`config.mk`:
```
export PLATFORM = sky130hd
export DESIGN_NAME = i2c_map_port
export DESIGN_NICKNAME = d
export VERILOG_FILES = /design/src/rtl/i2c_port_pkg.sv /design/src/rtl/i2c_line_sync.sv /design/src/rtl/i2c_xfer_ctrl.sv /design/src/rtl/i2c_reg_bank.sv /design/src/rtl/i2c_map_port.sv
export SDC_FILE = /design/constraint.sdc
export NUM_CORES = 1
export LEC_CHECK = 0
export ABC_AREA = 1
export BUFFER_PORTS_ARGS = -buffer_cell sky130_fd_sc_hd__buf_2
export CAP_MARGIN = 10
export CORE_MARGIN = 2
export CORE_UTILIZATION = 50
export DETAILED_ROUTE_END_ITERATION = 10
export PLACE_DENSITY_LB_ADDON = 0.05
export SLEW_MARGIN = 0
export SYNTH_ARGS = -nofsm -noshare
export SYNTH_HDL_FRONTEND = slang
export SYNTH_SLANG_ARGS = --single-unit
```
`constraint.sdc`:
```
create_clock -name clk_i -period 3.5 [get_ports clk_i]
set_input_delay 0.525 -clock clk_i [delete_from_list [all_inputs] [get_ports clk_i]]
set_output_delay 0.525 -clock clk_i [all_outputs]
set_load 0.05 [all_outputs]
```
`src/rtl/i2c_port_pkg.sv`:
```
package i2c_port_pkg;
  localparam int unsigned IDX_W = 7;
  localparam logic [5:0] DEV_ADDR_HI = 6'b001000;

  typedef enum logic [3:0] {
    ST_IDLE,
    ST_ADDR,
    ST_ADDR_ACK,
    ST_MAP,
    ST_MAP_ACK,
    ST_WDATA,
    ST_WDATA_ACK,
    ST_RDATA,
    ST_RDATA_ACK
  } xfer_state_e;
endpackage

```
`src/rtl/i2c_line_sync.sv`:
```
module i2c_line_sync #(
  parameter int unsigned SYNC_STAGES = 2
) (
  input  logic clk_i,
  input  logic rst_ni,
  input  logic scl_i,
  input  logic sda_i,
  output logic scl_o,
  output logic sda_o,
  output logic scl_rise_o,
  output logic scl_fall_o,
  output logic start_o,
  output logic stop_o
);
  localparam int unsigned LAST = SYNC_STAGES - 1;

  logic [SYNC_STAGES-1:0] scl_ff, sda_ff;
  logic scl_q, sda_q;

  // idle bus is high, so flops reset high to avoid false conditions
  always_ff @(posedge clk_i or negedge rst_ni) begin
    if (!rst_ni) begin
      scl_ff <= '1;
      sda_ff <= '1;
      scl_q  <= 1'b1;
      sda_q  <= 1'b1;
    end else begin
      scl_ff <= {scl_ff[SYNC_STAGES-2:0], scl_i};
      sda_ff <= {sda_ff[SYNC_STAGES-2:0], sda_i};
      scl_q  <= scl_ff[LAST];
      sda_q  <= sda_ff[LAST];
    end
  end

  assign scl_o      = scl_ff[LAST];
  assign sda_o      = sda_ff[LAST];
  assign scl_rise_o = scl_o & ~scl_q;
  assign scl_fall_o = ~scl_o & scl_q;
  assign start_o    = scl_o & scl_q & sda_q & ~sda_o;
  assign stop_o     = scl_o & scl_q & ~sda_q & sda_o;
endmodule

```
`src/rtl/i2c_xfer_ctrl.sv`:
```
module i2c_xfer_ctrl
  import i2c_port_pkg::*;
(
  input  logic             clk_i,
  input  logic             rst_ni,
  input  logic             strap_i,
  input  logic             sda_s_i,
  input  logic             scl_rise_i,
  input  logic             scl_fall_i,
  input  logic             start_i,
  input  logic             stop_i,
  input  logic [7:0]       rd_data_i,
  output logic             sda_oe_o,
  output logic             wr_en_o,
  output logic [IDX_W-1:0] wr_idx_o,
  output logic [7:0]       wr_data_o,
  output logic [IDX_W-1:0] rd_idx_o
);
  xfer_state_e      state_q;
  logic [2:0]       cnt_q;
  logic [7:0]       sh_q, tx_q;
  logic [IDX_W-1:0] ptr_q;
  logic             inc_q, rnw_q, ack_on_q, mack_q;
  logic [7:0]       byte_in;
  logic             last_bit;

  assign byte_in  = {sh_q[6:0], sda_s_i};
  assign last_bit = (cnt_q == 3'd7);

  always_ff @(posedge clk_i or negedge rst_ni) begin
    if (!rst_ni) begin
      state_q  <= ST_IDLE;
      cnt_q    <= '0;
      sh_q     <= '0;
      tx_q     <= '0;
      ptr_q    <= '0;
      inc_q    <= 1'b0;
      rnw_q    <= 1'b0;
      ack_on_q <= 1'b0;
      mack_q   <= 1'b0;
    end else if (start_i) begin
      state_q  <= ST_ADDR;
      cnt_q    <= '0;
      ack_on_q <= 1'b0;
      mack_q   <= 1'b0;
    end else if (stop_i) begin
      state_q  <= ST_IDLE;
      ack_on_q <= 1'b0;
      mack_q   <= 1'b0;
    end else begin
      unique case (state_q)
        ST_ADDR, ST_MAP, ST_WDATA: begin
          if (scl_rise_i) begin
            sh_q  <= byte_in;
            cnt_q <= cnt_q + 3'd1;
            if (last_bit) begin
              if (state_q == ST_ADDR) begin
                if (byte_in[7:1] == {DEV_ADDR_HI, strap_i}) begin
                  rnw_q   <= byte_in[0];
                  state_q <= ST_ADDR_ACK;
                end else begin
                  state_q <= ST_IDLE;
                end
              end else if (state_q == ST_MAP) begin
                ptr_q   <= byte_in[IDX_W-1:0];
                inc_q   <= byte_in[7];
                state_q <= ST_MAP_ACK;
              end else begin
                if (inc_q) ptr_q <= ptr_q + 7'd1;
                state_q <= ST_WDATA_ACK;
              end
            end
          end
        end
        ST_ADDR_ACK, ST_MAP_ACK, ST_WDATA_ACK: begin
          if (scl_fall_i) begin
            if (!ack_on_q) begin
              ack_on_q <= 1'b1;
            end else begin
              ack_on_q <= 1'b0;
              cnt_q    <= '0;
              if (state_q == ST_ADDR_ACK && rnw_q) begin
                tx_q    <= rd_data_i;
                state_q <= ST_RDATA;
              end else if (state_q == ST_ADDR_ACK) begin
                state_q <= ST_MAP;
              end else begin
                state_q <= ST_WDATA;
              end
            end
          end
        end
        ST_RDATA: begin
          if (scl_fall_i) begin
            tx_q  <= {tx_q[6:0], 1'b0};
            cnt_q <= cnt_q + 3'd1;
            if (last_bit) begin
              if (inc_q) ptr_q <= ptr_q + 7'd1;
              state_q <= ST_RDATA_ACK;
            end
          end
        end
        ST_RDATA_ACK: begin
          if (scl_rise_i) begin
            if (!sda_s_i) begin
              mack_q <= 1'b1;
              tx_q   <= rd_data_i;
            end else begin
              state_q <= ST_IDLE;
            end
          end else if (scl_fall_i && mack_q) begin
            mack_q  <= 1'b0;
            cnt_q   <= '0;
            state_q <= ST_RDATA;
          end
        end
        default: ;
      endcase
    end
  end

  assign sda_oe_o  = ack_on_q | ((state_q == ST_RDATA) & ~tx_q[7]);
  assign wr_en_o   = (state_q == ST_WDATA) & scl_rise_i & last_bit & ~start_i & ~stop_i;
  assign wr_idx_o  = ptr_q;
  assign wr_data_o = byte_in;
  assign rd_idx_o  = ptr_q;
endmodule

```
`src/rtl/i2c_reg_bank.sv`:
```
module i2c_reg_bank
  import i2c_port_pkg::*;
#(
  parameter int unsigned NUM_REGS   = 8,
  parameter int unsigned STATUS_IDX = 7
) (
  input  logic                  clk_i,
  input  logic                  rst_ni,
  input  logic                  wr_en_i,
  input  logic [IDX_W-1:0]      wr_idx_i,
  input  logic [7:0]            wr_data_i,
  input  logic [IDX_W-1:0]      rd_idx_i,
  input  logic [7:0]            status_i,
  output logic [7:0]            rd_data_o,
  output logic [NUM_REGS*8-1:0] regs_o,
  output logic                  core_rst_o
);
  localparam int unsigned CTRL_IDX = 0;
  localparam int unsigned RUN_BIT  = 0;

  for (genvar g = 0; g < NUM_REGS; g++) begin : g_reg
    if (g == STATUS_IDX) begin : g_status
      assign regs_o[g*8 +: 8] = status_i;
    end else begin : g_rw
      logic [7:0] val_q;
      always_ff @(posedge clk_i or negedge rst_ni) begin
        if (!rst_ni)                                    val_q <= '0;
        else if (wr_en_i && wr_idx_i == IDX_W'(g))      val_q <= wr_data_i;
      end
      assign regs_o[g*8 +: 8] = val_q;
    end
  end

  always_comb begin
    rd_data_o = '0;
    for (int i = 0; i < NUM_REGS; i++) begin
      if (rd_idx_i == IDX_W'(i)) rd_data_o = regs_o[i*8 +: 8];
    end
  end

  assign core_rst_o = ~regs_o[CTRL_IDX*8 + RUN_BIT];
endmodule

```
`src/rtl/i2c_map_port.sv`:
```
module i2c_map_port
  import i2c_port_pkg::*;
#(
  parameter int unsigned NUM_REGS    = 8,
  parameter int unsigned STATUS_IDX  = 7,
  parameter int unsigned SYNC_STAGES = 2
) (
  input  logic                  clk_i,
  input  logic                  rst_ni,
  input  logic                  scl_i,
  output logic                  scl_o,
  output logic                  scl_oe_o,
  input  logic                  sda_i,
  output logic                  sda_o,
  output logic                  sda_oe_o,
  input  logic                  addr_strap_i,
  input  logic [7:0]            status_i,
  output logic [NUM_REGS*8-1:0] regs_o,
  output logic                  core_rst_o
);
  logic             scl_s, sda_s, scl_rise, scl_fall, start_evt, stop_evt;
  logic             wr_en;
  logic [IDX_W-1:0] wr_idx, rd_idx;
  logic [7:0]       wr_data, rd_data;

  i2c_line_sync #(.SYNC_STAGES(SYNC_STAGES)) i_sync (
    .clk_i      (clk_i),
    .rst_ni     (rst_ni),
    .scl_i      (scl_i),
    .sda_i      (sda_i),
    .scl_o      (scl_s),
    .sda_o      (sda_s),
    .scl_rise_o (scl_rise),
    .scl_fall_o (scl_fall),
    .start_o    (start_evt),
    .stop_o     (stop_evt)
  );

  i2c_xfer_ctrl i_ctrl (
    .clk_i      (clk_i),
    .rst_ni     (rst_ni),
    .strap_i    (addr_strap_i),
    .sda_s_i    (sda_s),
    .scl_rise_i (scl_rise),
    .scl_fall_i (scl_fall),
    .start_i    (start_evt),
    .stop_i     (stop_evt),
    .rd_data_i  (rd_data),
    .sda_oe_o   (sda_oe_o),
    .wr_en_o    (wr_en),
    .wr_idx_o   (wr_idx),
    .wr_data_o  (wr_data),
    .rd_idx_o   (rd_idx)
  );

  i2c_reg_bank #(.NUM_REGS(NUM_REGS), .STATUS_IDX(STATUS_IDX)) i_bank (
    .clk_i      (clk_i),
    .rst_ni     (rst_ni),
    .wr_en_i    (wr_en),
    .wr_idx_i   (wr_idx),
    .wr_data_i  (wr_data),
    .rd_idx_i   (rd_idx),
    .status_i   (status_i),
    .rd_data_o  (rd_data),
    .regs_o     (regs_o),
    .core_rst_o (core_rst_o)
  );

  assign scl_o    = 1'b0;
  assign scl_oe_o = 1'b0;
  assign sda_o    = 1'b0;
endmodule

```
==> summary.txt, run 1 <==
STA
  – Hold_ws: 0.130 ns
  – Fin crit share: 0.707
  – Post-Route Skew: 0.00984 ns
  – Setup ws final: 1.02 ns
  – Final setup fails: 0
  – Worst rel slew slack: 0.454
  – RSZ-0062 raised after global routing: no
  – Max Slew Vio Count: 0
  – Final Hold Viols: 0
  – Fin crit period: 2.48 ns
  – Fmax: ~400 MHz
  – Worst-Margin Slew: 0.817 ns
  – Setup total negative slack: 0 ns

Placed design
  – Final GP Congestion: 0.910
  – DP Worst Slack: about 1.0 ns
  – Number of port buffers: 78
  – Post-detail-place hpwl: 8810 µm

Die
  – Core box area: 9680 µm²
  – Die height: 103 µm
  – Core Rows: 36
  – Die area: 10700 µm²
  – Die width: 103 µm
  – IO Pins: roughly 80
  – Initial Util: 0.510

Route
  – DR WL/cell: 15.0 µm
  – 1st-iter DRT viols: 284
  – First drt pass iteration count: 5
  – Residual DRC: 0
  – Vias per Instance: 5.26
  – Total length of routed wires: 12600 µm
  – ANT nets after route: 0
  – Vias: 4389

Status
  – Status: completed

Yosys
  – Cells after Synth: between 600 and 700
  – Synth warn: 0
  – Average size of a mapped cell: 7.76 µm²
  – Yosys cell types: 33
  – Post-synthesis sequential area ratio: 0.483
  – Netlist Area Pre-Place: 4940 µm²
  – Seq cells post-synth: 95

Global routing
  – Vias in the first global route: ~3.9k
  – Largest net degree at the start of global routing: 56
  – First-pass GRT wire length: 19700 µm
  – Grt ovf: 0
  – Total GRT Usage: 0.243
  – Initial antenna violation count: 0

Power and ir drop
  – P_leak: 2.92 nW
  – Pwr dens: 604 nW/µm²
  – Clk pwr share: 0.237
  – Gate power share: 0.363
  – Sw frac: 0.414
  – Internal cell power: 1.95 mW
  – Switching power: between 1 and 1.5 mW
  – Share of total power in sequential cells: 0.400
  – Max VDD drop: 306 µV

Min path
  – Worst min path class: in2async

Clocking
  – CTS Hold Buffers Added: 0
  – Cts bufs inserted: 9
  – # resized after CTS: 0
  – Reg clk slew, reported paths: 0.09 ns
  – CTS tree: yes
  – CTS sink cnt: 95
  – Post-CTS setup buffer count: 0
  – Clock Tree Root: clkbuf_8
  – H-tree levels: 3
  – Clk_lat worst skew: 0.37 ns
  – Clock Path Buffers: 2

Setup path
  – Worst path arrival time: 2.75 ns
  – Critical Path Source Type: flop
  – Max FO, Critical Path: 16
  – Crit Path Class: reg2reg
  – CP endpoint kind: flop
  – Crit path required time: 3.78 ns

Cells and area
  – Layout area overhead: 11.5%
  – Layout cells sized above 1: 0.160
  – # diodes: 0
  – Layout net count: ~720

Run
  – # Max-Cap Violations: 0
[per-stage QoR]
step	std cells	total power, mW	instance area [µm²]	utilization
after global placement	819	2.52	5290	0.547
after CTS	835	3.33	5510	0.569
after detailed placement	819	2.54	5290	0.547
after floorplan	638	2.25	4940	-
after global routing	835	3.56	5510	0.569
final	835	3.33	5510	0.569
[layer usage]
layer	wire, µm	GRT usage
met2	5510	0.354
met4	235	0.0931
met1	6130	0.366
met3	691	0.0363
met5	0	0
[final timing paths]
path | startpoint | to | slack, ns | cells after the start
setup / recovery | i_ctrl.rd_idx_o[5] | i_bank.g_reg[5].g_rw.val_q[1] | 1.02 | 5
setup reg to reg | i_ctrl.rd_idx_o[5] | i_bank.g_reg[5].g_rw.val_q[1] | 1.02 | 5
min in group clk_i | sda_i | i_sync.sda_ff[0] | 0.25 | 1
hold reg to reg | i_sync.scl_ff[0] | i_sync.scl_ff[1] | 0.36 | 0
hold / removal | rst_ni | i_bank.g_reg[4].g_rw.val_q[6] | 0.13 | 1
max in group asynchronous | rst_ni | i_sync.sda_q | 2.63 | 2
[critical path: stages, from the launching register on]
cell     delay [ns]
dfrtp_1        0.42
nor2_1         0.11
nand2_1        0.33
nor2_1         0.77
nand2_1        0.45
o21ai_0        0.30
[registers in the layout, indices dropped and copies added (netlist names)]
signal / cells
i_bank.g.g_rw.val_q: 56
i_ctrl.tx_q: 8
i_ctrl.rd_idx_o: 7
i_ctrl.sh_q: 7
i_ctrl.state_q: 4
i_ctrl.cnt_q: 3
i_sync.scl_ff: 2
i_sync.sda_ff: 2
i_ctrl.ack_on_q: 1
i_ctrl.inc_q: 1
i_ctrl.mack_q: 1
i_ctrl.rnw_q: 1
i_sync.scl_q: 1
i_sync.sda_q: 1
[layout by cell type, fill, tap and decap left out]
cell type | netlist | layout
nand2_1 | 199 | 199
dfrtp_1 | 89 | 89
o21ai_0 | 85 | 85
buf_2 | 4 | 77
inv_1 | 56 | 56
nor2_1 | 51 | 51
a21oi_1 | 45 | 45
nand3_1 | 23 | 23
nor3_1 | 9 | 9
clkbuf_8 | 0 | 9
nand4_1 | 6 | 6
ha_1 | 6 | 6
dfstp_2 | 6 | 6
nor2_2 | 5 | 5
o211ai_1 | 5 | 5
conb_1 | 1 | 3
inv_2 | 2 | 2
xor2_1 | 2 | 2
nand3b_1 | 2 | 2
a21boi_0 | 2 | 2
clkinv_2 | 0 | 2
bufinv_16 | 0 | 2
clkinvlp_4 | 0 | 2
nor4_4 | 1 | 1
nor2_8 | 1 | 1
nor4_1 | 1 | 1
o311ai_0 | 1 | 1
nand3_2 | 1 | 1
o22ai_1 | 1 | 1
nor3b_1 | 1 | 1
nor2_4 | 1 | 1
nand4_2 | 1 | 1
mux2i_1 | 1 | 1
o2111ai_1 | 1 | 1
clkbuf_1 | 5 | 1
buf_4 | 15 | 1
buf_12 | 0 | 1
[power groups by stage]
stage,clock network [mW],registers [mW],logic (mW)
2_1_floorplan,0,1.33,0.920
3_3_place_gp,0,1.34,1.17
3_5_place_dp,0,1.35,1.19
4_1_cts,0.803,1.33,1.20
5_1_grt,0.846,1.35,1.37
6_report,0.788,1.33,1.21
[synthesized netlist by cell type (all sizes together)]
library cell  instances  area [µm²]
a21boi                2        15.0
a21oi                45         225
buf                  26         211
clkbuf                5        18.8
conb                  1        3.75
dfrtp                89        2230
dfstp                 6         158
ha                    6        75.1
inv                  58         218
mux2i                 1        10.0
nand2               199         747
nand3                24         125
nand3b                2        15.0
nand4                 7        50.1
nor2                 58         254
nor3                  9        45.0
nor3b                 1        7.51
nor4                  2        27.5
o2111ai               1        8.76
o211ai                5        37.5
o21ai                85         425
o22ai                 1        6.26
o311ai                1        8.76
xor2                  2        17.5
[layout make-up]
cell class                      count  area (µm²)
Clock buffer                       10         128
Clock inverter                      6        85.1
Fill cell                         910        4180
Inverter                           58         218
Multi-Input combinational cell    454        2110
Sequential cell                    95        2380
Tap cell                          133         166
Timing Repair Buffer               79         413
[logic make-up after synthesis]
family                     after synthesis  share of synthesized area
AOI/OAI and AO/OA                      140                      0.147
xor gates and xnor gates                 2                    0.00355
adders and majority gates                6                     0.0152
buffers and inverters                   89                     0.0907
DFF                                     95                      0.483
muxes                                    1                    0.00203
other                                    1                   0.000760
and+or+nand+nor                        302                      0.257
Note: power is estimated with default switching activity, not from simulation.
==> run 2: changes to the inputs <==
Settings changed: ABC_AREA 1 to 0.
Clock period 3.5 ns to 2.6 ns, I/O delays scaled along.
==> summary.txt, run 2 <==
Status
  – Status: completed

Yosys
  – Top-count cell post-synth: dfrtp_1
  – Synth area leader: dfrtp_1
  – Netlist Area Pre-Place: 5150 µm² (+4.4%)
  – Seq cells post-synth: 95 (unchanged)
  – Top cells by area, synth: dfrtp_1, mux2_2, a21oi_1, dfstp_2, nand2_1
  – Yosys cell types: 63 (+91%)
  – Synth warn: 0 (unchanged)
  – Post-synthesis sequential area ratio: 0.463 (-0.0202)
  – Cells after Synth: 495 (-22%)
  – Async SR Flop Fraction: 1.00 (unchanged)
  – Synth Flop Type: dfrtp_1
  – Synth top cells by count: dfrtp_1, mux2_2, a21oi_1
  – Post-synth top area share: 0.432 (-0.0188)
  – Post-synth EDFFs: 0 (unchanged)
  – Average size of a mapped cell: 10.4 µm² (+34%)

STA
  – Fmax: 410 MHz (+1.4%)
  – Max Slew Vio Count: 0 (unchanged)
  – Worst-Margin Slew: 0.674 ns (-0.143 ns)
  – Final setup fails: 0 (unchanged)
  – Final Hold Viols: 0 (unchanged)
  – Fin crit share: 0.939 (+0.232)
  – RSZ-0062 raised after global routing: no
  – Setup ws final: 0.158 ns (-0.866 ns)
  – Worst rel slew slack: 0.544 (+0.0901)
  – Setup total negative slack: 0 ns (unchanged)
  – Fin crit period: 2.44 ns (-0.0338 ns)
  – Post-Route Skew: 0.0130 ns (+0.00321 ns)
  – Hold_ws: 0.00601 ns (-0.124 ns)

Setup path
  – Slowest cell delay on critical path: 0.45 ns (-0.32 ns)
  – Worst path arrival time: 2.71 ns (-0.04 ns)
  – Crit path required time: 2.87 ns (-0.91 ns)
  – CP Cell Sequence: inv_1 -> ha_1 -> nor3b_1 -> and2_1 -> nor2_2 -> a221oi_1 -> o2111ai_1 -> a32o_1
  – Critical path origin: i_ctrl.rd_idx_o[1]
  – Reg2reg end: i_ctrl.tx_q[4]
  – RR Startpoint: i_ctrl.rd_idx_o[1]
  – CP endpoint kind: flop
  – Slowest CP cell: a221oi_1
  – Max FO, Critical Path: 8 (-8)
  – Critical Path Source Type: flop
  – R2R setup slack: 0.16 ns (-0.87 ns)
  – Crit Path Class: reg2reg
  – Reg2reg path depth: 8 (+3)

Cells and area
  – Commonest non-fill, non-tap cells in the layout: dfrtp_1, buf_2, mux2_2
  – Final core utilization: 0.563 (-0.00534)
  – Largest registers: i_bank.g.g_rw.val_q x56, i_ctrl.tx_q x8
  – Fillers: 944 (+3.7%)
  – # diodes: 0 (unchanged)
  – Layout area overhead: 11.3%
  – Commonest non-fill, non-tap cell in the layout: dfrtp_1
  – Layout cells sized above 1: 0.351 (+0.192)
  – Layout net count: 569 (-21%)
  – Largest register by flop count: i_bank.g.g_rw.val_q
  – Max FFs per register: 56 (unchanged)

Die
  – Die height: 106 µm (+2.1%)
  – IO Pins: 82 (unchanged)
  – Die width: 106 µm (+2.1%)
  – Initial Util: 0.506 (-0.00392)
  – Core box area: 10200 µm² (+5.2%)
  – Core Rows: 37 (+2.8%)
  – Die area: 11100 µm² (+4.2%)

Power and ir drop
  – P_leak: 2.81 nW (-4.0%)
  – Pwr dens: 595 nW/µm² (-1.6%)
  – Pwr Total: 3.41 mW (+2.5%)
  – Max VDD drop: 540 µV (+76%)

Global routing
  – Met1 usage: 0.399 (+0.0335)
  – Met3 Resource Use GR: 0.0377 (+0.00143)
  – Grt ovf: 0 (unchanged)
  – Largest net degree at the start of global routing: 50 (-11%)
  – Total GRT Usage: 0.257 (+0.0139)
  – Global route hottest layer: met1
  – Initial antenna violation count: 0 (unchanged)
  – Routing usage on met2: 0.370 (+0.0157)
  – Vias in the first global route: 3816 (-0.99%)
  – First-pass GRT wire length: 21800 µm (+11%)

Clocking
  – CTS sink cnt: 95 (unchanged)
  – H-tree levels: 3 (unchanged)
  – Clock Tree Root: clkbuf_8
  – Cts bufs inserted: 9 (unchanged)
  – Post-CTS setup buffer count: 0 (unchanged)
  – CTS tree: yes
  – Reg clk slew, reported paths: 0.10 ns (about the same)
  – Clock Path Buffers: 2 (unchanged)
  – Clk_lat worst skew: 0.38 ns (about the same)

Route
  – Residual DRC: 0 (unchanged)
  – DR WL/cell: 19.8 µm (+31%)
  – Vias: 4055 (-7.6%)
  – Vias per Instance: 5.87 (+12%)
  – Total length of routed wires: 13700 µm (+8.7%)
  – 1st-iter DRT viols: 233 (-18%)
  – ANT nets after route: 0 (unchanged)
  – First drt pass iteration count: 4 (-1)

Min path
  – Worst min path class: in2async

Placed design
  – DP Worst Slack: 0.239 ns (-0.775 ns)
  – Post-detail-place hpwl: 9890 µm (+12%)
  – Final GP Congestion: 0.922 (+1.3%)
  – Number of port buffers: 78 (unchanged)

Run
  – # Max-Cap Violations: 0 (unchanged)
-- run 2: per-stage QoR --
step / cell area (µm²) / cells
global placement: 5530 / 675
detailed placement: 5530 / 675
floorplan: 5160 / 497
global route: 5740 / 691
finish: 5740 / 691
CTS: 5730 / 691
-- run 2: worst max path at each step --
stage,end,slack [ns],depth (start not counted)
3_5_place_dp,i_ctrl.tx_q[6],0.24,8
4_1_cts,i_ctrl.tx_q[6],0.21,8
6_report,i_ctrl.tx_q[4],0.16,8
2_1_floorplan,sda_oe_o,0.45,5
5_1_grt,i_ctrl.tx_q[4],0.04,8
3_3_place_gp,i_ctrl.tx_q[4],0.30,8
-- run 2: cell type report --
cell class,count,area (µm²),share of cell area
tap,136,170,0.0297
inverter,7,26.3,0.00458
sequential,95,2380,0.416
clock buffer,9,124,0.0216
clock inverter,7,78.8,0.0137
timing repair buffer,89,488,0.0851
multi-input combinational,348,2460,0.430
-- run 2: logic make-up after synthesis --
kind of cell	after synthesis	share of synthesized area
AOI/OAI and AO/OA	121	0.150
DFF	95	0.463
adders and majority gates	6	0.0146
xor gates and xnor gates	4	0.00680
other	1	0.000728
muxes	72	0.156
and+or+nand+nor	142	0.149
buffers and inverters	54	0.0607
-- run 2: critical path: cells and delay by family (launching register included) --
kind	cells	cell delay, ns
flops	1	0.41
fa+ha+maj	1	0.32
buf+inv	1	0.14
simple gates	3	0.52
compound gates	3	0.95
-- run 2: what timing repair did --
action                     in CTS  in global routing
setup endpoints to repair       0                  2
gates resized for setup         0                  1
hold buffers                    0                  0
-- run 2: routing by layer --
| metal | share of wire | up-vias |
|---|---|---|
| met1 | 0.49 | 2000 |
| met3 | 0.060 | 13 |
| met5 | 0 | - |
| met2 | 0.44 | 150 |
| met4 | 0.014 | 0 |
| li1 | - | 1892 |
-- run 2: power by group --
| group | switching [mW] | total [mW] | internal (mW) | leakage, nW |
|---|---|---|---|---|
| Clock | 0.571 | 1.02 | 0.453 | 0.0925 |
| Combinational | 0.267 | 0.472 | 0.204 | 1.43 |
| Sequential | 0.315 | 1.92 | 1.60 | 1.29 |
| Total | 1.15 | 3.41 | 2.26 | 2.81 |
